`config.mk`:
```
export PLATFORM = sky130hd
export DESIGN_NAME = sio_cfg_space
export DESIGN_NICKNAME = d
export VERILOG_FILES = /design/src/rtl/sio_cfg_space.sv
export SDC_FILE = /design/constraint.sdc
export NUM_CORES = 1
export LEC_CHECK = 0
export ABC_AREA = 1
export BUFFER_PORTS_ARGS = -buffer_cell sky130_fd_sc_hd__buf_4
export CELL_PAD_IN_SITES_DETAIL_PLACEMENT = 1
export CELL_PAD_IN_SITES_GLOBAL_PLACEMENT = 1
export CORE_UTILIZATION = 48
export DETAILED_ROUTE_END_ITERATION = 10
export GPL_ROUTABILITY_DRIVEN = 0
export PLACE_DENSITY = 0.79
export SYNTH_ARGS = -nofsm -noshare
export SYNTH_HDL_FRONTEND = slang
export SYNTH_SLANG_ARGS = --single-unit
```
`constraint.sdc`:
```
create_clock -name clk -period 2.4 [get_ports clk]
set_clock_uncertainty 0.1 [all_clocks]
set_input_delay 0 -clock clk [delete_from_list [all_inputs] [get_ports clk]]
set_output_delay 0 -clock clk [all_outputs]
set_load 0.02 [all_outputs]
```
`src/rtl/sio_cfg_space.sv`:
```
module sio_cfg_space #(
  parameter bit          ALT_LOC       = 1'b0,
  parameter bit          ID_VARIANT    = 1'b0,
  parameter logic [15:0] GPIO_BASE_RST = 16'h0E00
) (
  input  logic        clk,
  input  logic        rst_n,
  input  logic [15:0] io_addr,
  input  logic        io_rd,
  input  logic        io_wr,
  input  logic [7:0]  io_wdata,
  output logic [7:0]  io_rdata,
  output logic [15:0] gpio_base,
  output logic        gpio_en
);
  localparam logic [15:0] CMD_PORT  = ALT_LOC ? 16'h004E : 16'h002E;
  localparam logic [15:0] DATA_PORT = CMD_PORT + 16'd1;
  localparam logic [7:0]  CHIP_ID   = ID_VARIANT ? 8'hE9 : 8'hE5;
  localparam logic [7:0]  GPIO_UNIT = 8'h07;
  localparam int          NPIN      = 32;

  logic [7:0] idx, unit, cfg1, act, base_hi, base_lo, psel;
  logic [7:0] pin_cfg [NPIN];
  logic [7:0] pin_evt [NPIN];
  logic [7:0] rd_val;

  wire       cmd_hit  = (io_addr == CMD_PORT);
  wire       dat_hit  = (io_addr == DATA_PORT);
  wire       wr_idx   = io_wr & cmd_hit;
  wire       wr_dat   = io_wr & dat_hit;
  wire       gpio_sel = (unit == GPIO_UNIT);
  wire [4:0] pin      = {psel[5:4], psel[2:0]};

  always_ff @(posedge clk or negedge rst_n) begin
    if (!rst_n) begin
      idx     <= 8'h00;
      unit    <= 8'h00;
      cfg1    <= 8'h01;
      act     <= 8'h01;
      base_hi <= GPIO_BASE_RST[15:8];
      base_lo <= GPIO_BASE_RST[7:0];
      psel    <= 8'h00;
      for (int i = 0; i < NPIN; i++) begin
        pin_cfg[i] <= 8'h00;
        pin_evt[i] <= 8'h00;
      end
    end else begin
      if (wr_idx) idx <= io_wdata;
      if (wr_dat) begin
        case (idx)
          8'h07: unit <= io_wdata;
          8'h21: cfg1 <= io_wdata;
          default: ;
        endcase
        if (gpio_sel) begin
          case (idx)
            8'h30: act     <= io_wdata;
            8'h60: base_hi <= io_wdata;
            8'h61: base_lo <= io_wdata;
            8'hF0: psel    <= io_wdata & 8'h37;
            8'hF1: pin_cfg[pin] <= io_wdata;
            8'hF2: pin_evt[pin] <= io_wdata;
            default: ;
          endcase
        end
      end
    end
  end

  always_comb begin
    rd_val = 8'h00;
    case (idx)
      8'h07: rd_val = unit;
      8'h20: rd_val = CHIP_ID;
      8'h21: rd_val = cfg1;
      default: ;
    endcase
    if (gpio_sel) begin
      case (idx)
        8'h30: rd_val = act;
        8'h60: rd_val = base_hi;
        8'h61: rd_val = base_lo;
        8'hF0: rd_val = psel;
        8'hF1: rd_val = pin_cfg[pin];
        8'hF2: rd_val = pin_evt[pin];
        default: ;
      endcase
    end
  end

  assign io_rdata  = !io_rd  ? 8'h00 :
                     cmd_hit ? idx   :
                     dat_hit ? rd_val : 8'h00;
  assign gpio_base = {base_hi, base_lo};
  assign gpio_en   = cfg1[0] & (act != 8'h00);
endmodule

```
==> impl_metrics.env <==
export IMPL_cts_buffer_depth=3
export IMPL_firstDrtPassIters=5
export IMPL_grt_pass1_vias=26800
export IMPL_power_frac_clock=0.490
export IMPL_min_path_type="in2reg"
export IMPL_drt_total_wl_mm=109
export IMPL_synth_cell_type_count=36
export IMPL_swShare=0.227
export IMPL_clock_sink_count=565
export IMPL_cts_tree="yes"
export IMPL_pwr_share_seq=0.480
export IMPL_path_common_cell="nand2_1"
export IMPL_ios=53
export IMPL_yosys_warnings=0
export IMPL_failed_checks="setup timing"
export IMPL_setup_ws_ps=-696
export IMPL_synth_fp_nets=3614
export IMPL_core_area_um2=56800
export IMPL_dp_hpwl_mm=60.8
export IMPL_grt_start_max_net_pins=80
export IMPL_dieArea_um2=58900
export IMPL_total_power_mw=19.8
export IMPL_worst_setup_path_end_kind="output port"
export IMPL_p_leak_nw=17.1
export IMPL_fin_nets=3708
export IMPL_p_switching_mw=4.50
export IMPL_rows=87
export IMPL_cpPeakStageDelay_ps=500
export IMPL_avgRoutedWirePerCell_um=24.3
export IMPL_startpoint="psel[0]"
export IMPL_internal_power_mw=15.3
export IMPL_finalSetupTns_ps=-5970
export IMPL_root_buffer="clkbuf_16"
export IMPL_die_y_um=243
export IMPL_min_delay_start="io_addr[14]"
export IMPL_startpoint_type="flop"
export IMPL_drt_iter0_markers=2631
export IMPL_slowest_stage="dfrtp_4"
export IMPL_area_growth_pct=22.3
export IMPL_postPlaceCellArea_um2=29200
export IMPL_tightest_slew_ps=767
export IMPL_ir_drop_v=0.000628
export IMPL_grt_overflow=0
export IMPL_postSynthCellCount=3586
export IMPL_synth_top_area_cell="dfrtp_1"
export IMPL_critPathMaxFanout=8
export IMPL_crit_type="reg2out"
export IMPL_timing_final_crit_share=1.29
export IMPL_synth_seq_area_share=0.509
export IMPL_drv_slew=0
export IMPL_power_per_cell_area_nw_per_um2=583
export IMPL_required_ps=2300
export IMPL_h_tree_depth=2
export IMPL_slew_headroom=0.489
export IMPL_hold_violations=0
export IMPL_yosysTopAreaCellShare=0.504
export IMPL_initial_core_util=0.489
export IMPL_grt_usage=0.345
export IMPL_clock_fmax_mhz=323
export IMPL_combinationalPowerShare=0.030
export IMPL_route_detailed_drc=0
export IMPL_drv_cap=0
export IMPL_layout_common_cells="nand2_1, dfrtp_1, o21ai_1"
export IMPL_num_vias=26400
export IMPL_arrival_ps=3000
export IMPL_synthTopCellsByArea="dfrtp_1, nand2_1, o21ai_1"
export IMPL_die_w_um=243
export IMPL_status="finished, violations left"
export IMPL_port_buffers=52
export IMPL_final_common_cell="nand2_1"
export IMPL_reg2reg_from="unit[6]"
export IMPL_layout_cells_non_filler=4483
export IMPL_period_needed_ps=3100
export IMPL_clk_latency_ps=630
export IMPL_num_fill_cells=6716
export IMPL_ys_seq_elements=565
export IMPL_cts_buffers=61
export IMPL_layout_drive_gt1_share=0.203
export IMPL_num_antenna_cells=0
export IMPL_via_per_inst=5.89
export IMPL_grt_pass1_wl_mm=158
export IMPL_syn_area_per_cell_um2=7.75
export IMPL_final_antenna_net_count=0
export IMPL_setup_viol=46
export IMPL_synth_area_um2=27800
export IMPL_antenna_found_initial=0
export IMPL_rsz0062_at_grt="yes"
export IMPL_crit_path_cell_trace="buf_6 > clkinv_8 > clkbuf_16 > buf_6 > nand3_1 > nand3_2 > nand2_1 > nand2_1 > nor2_1 > nand2_1 > nand2_2 > nand3_4 > nand2_2 > a21oi_2 > buf_4"
export IMPL_placed_cells=4288
export IMPL_clk_pin_slew_ps=60
export IMPL_finalInstanceArea_um2=34000
[path summary, 6_finish.rpt]
| path | endpoint | slack (ps) | depth (start not counted) |
|---|---|---|---|
| setup / recovery | io_rdata[7] | -700 | 15 |
| hold / removal | cfg1[0] | 70 | 8 |
| setup reg to reg | pin_cfg[120] | -60 | 13 |
| hold reg to reg | pin_evt[247] | 380 | 2 |
| max in group asynchronous | pin_evt[17] | 1050 | 4 |
| min in group asynchronous | pin_evt[166] | 540 | 4 |
[metrics by stage]
stage	utilization	setup slack [ps]	hold WS [ps]
finish	0.599	-696	71.3
global route	0.599	-777	146
CTS	0.569	-559	46.1
detailed placement	0.514	-143	-132
global placement	0.514	-116	-133
floorplan	-	335	-396
[cells in the mapped netlist (all sizes together)]
cell,number
a21boi,1
nand4,16
inv,41
a21oi,17
nor3,8
nand3b,2
nor4,5
nand3,95
buf,97
dfstp,5
clkbuf,136
nor3b,3
and2,1
nand2,1931
nor2,96
clkinv,1
dfrtp,560
o21ai,571
[routing by layer]
metal	share of wire	global-route usage	up-vias
met5	0	0	-
met1	0.41	0.464	13400
met4	0.045	0.145	0
met3	0.070	0.0479	292
li1	-	-	11600
met2	0.48	0.561	1086
[registers in the layout, indices dropped and copies added (netlist names)]
signal and cells:
pin_cfg 256, base_lo 8, act 8, idx 8
cfg1 8, pin_evt 256, psel 5, base_hi 8
unit 8
[critical path, delay by kind of cell, from the launching register on]
family          cells  cell delay [ps]
compound gates      1               60
buf+inv             5              730
flops               1              500
simple gates        9             1060
[power groups by stage]
stage | clock [mW] | combinational (mW) | sequential, mW
2_1_floorplan | 0 | 0.131 | 9.70
6_report | 9.71 | 0.594 | 9.53
4_1_cts | 9.78 | 0.589 | 9.53
3_3_place_gp | 0 | 0.555 | 9.70
3_5_place_dp | 0 | 0.563 | 9.70
5_1_grt | 10.1 | 0.636 | 9.52
[kinds of logic (layout without fill, tap and decap cells)]
logic type / after synthesis / after routing / synth area share
AND/OR/NAND/NOR: 2157 / 2164 / 0.323
buffers and inverters: 275 / 409 / 0.0584
AO/OA/AOI/OAI: 589 / 589 / 0.110
flip-flops: 565 / 565 / 0.509
[timing repair]
| action | in CTS | in global routing |
|---|---|---|
| pin swaps | 16 | 69 |
| hold buffers | 12 | 0 |
| setup endpoints to repair | 10 | 230 |
| hold endpoints to repair | 1012 | 0 |
| cloned | 12 | 18 |
| setup buffers | 10 | 34 |
| gates resized for setup | 144 | 249 |
[cell type report]
cell class                      count  area, µm²  area share
Sequential cell                   565      14200       0.416
Multi-Input combinational cell   2753      13300       0.390
Timing Repair Buffer              255       3370      0.0991
Clock buffer                       92       1840      0.0542
Tap cell                          756        946      0.0278
Clock inverter                     18        205     0.00603
Inverter                           42        195     0.00574
Timing Repair inverter              2       32.5    0.000956
Power figures use the tool's default switching activity.
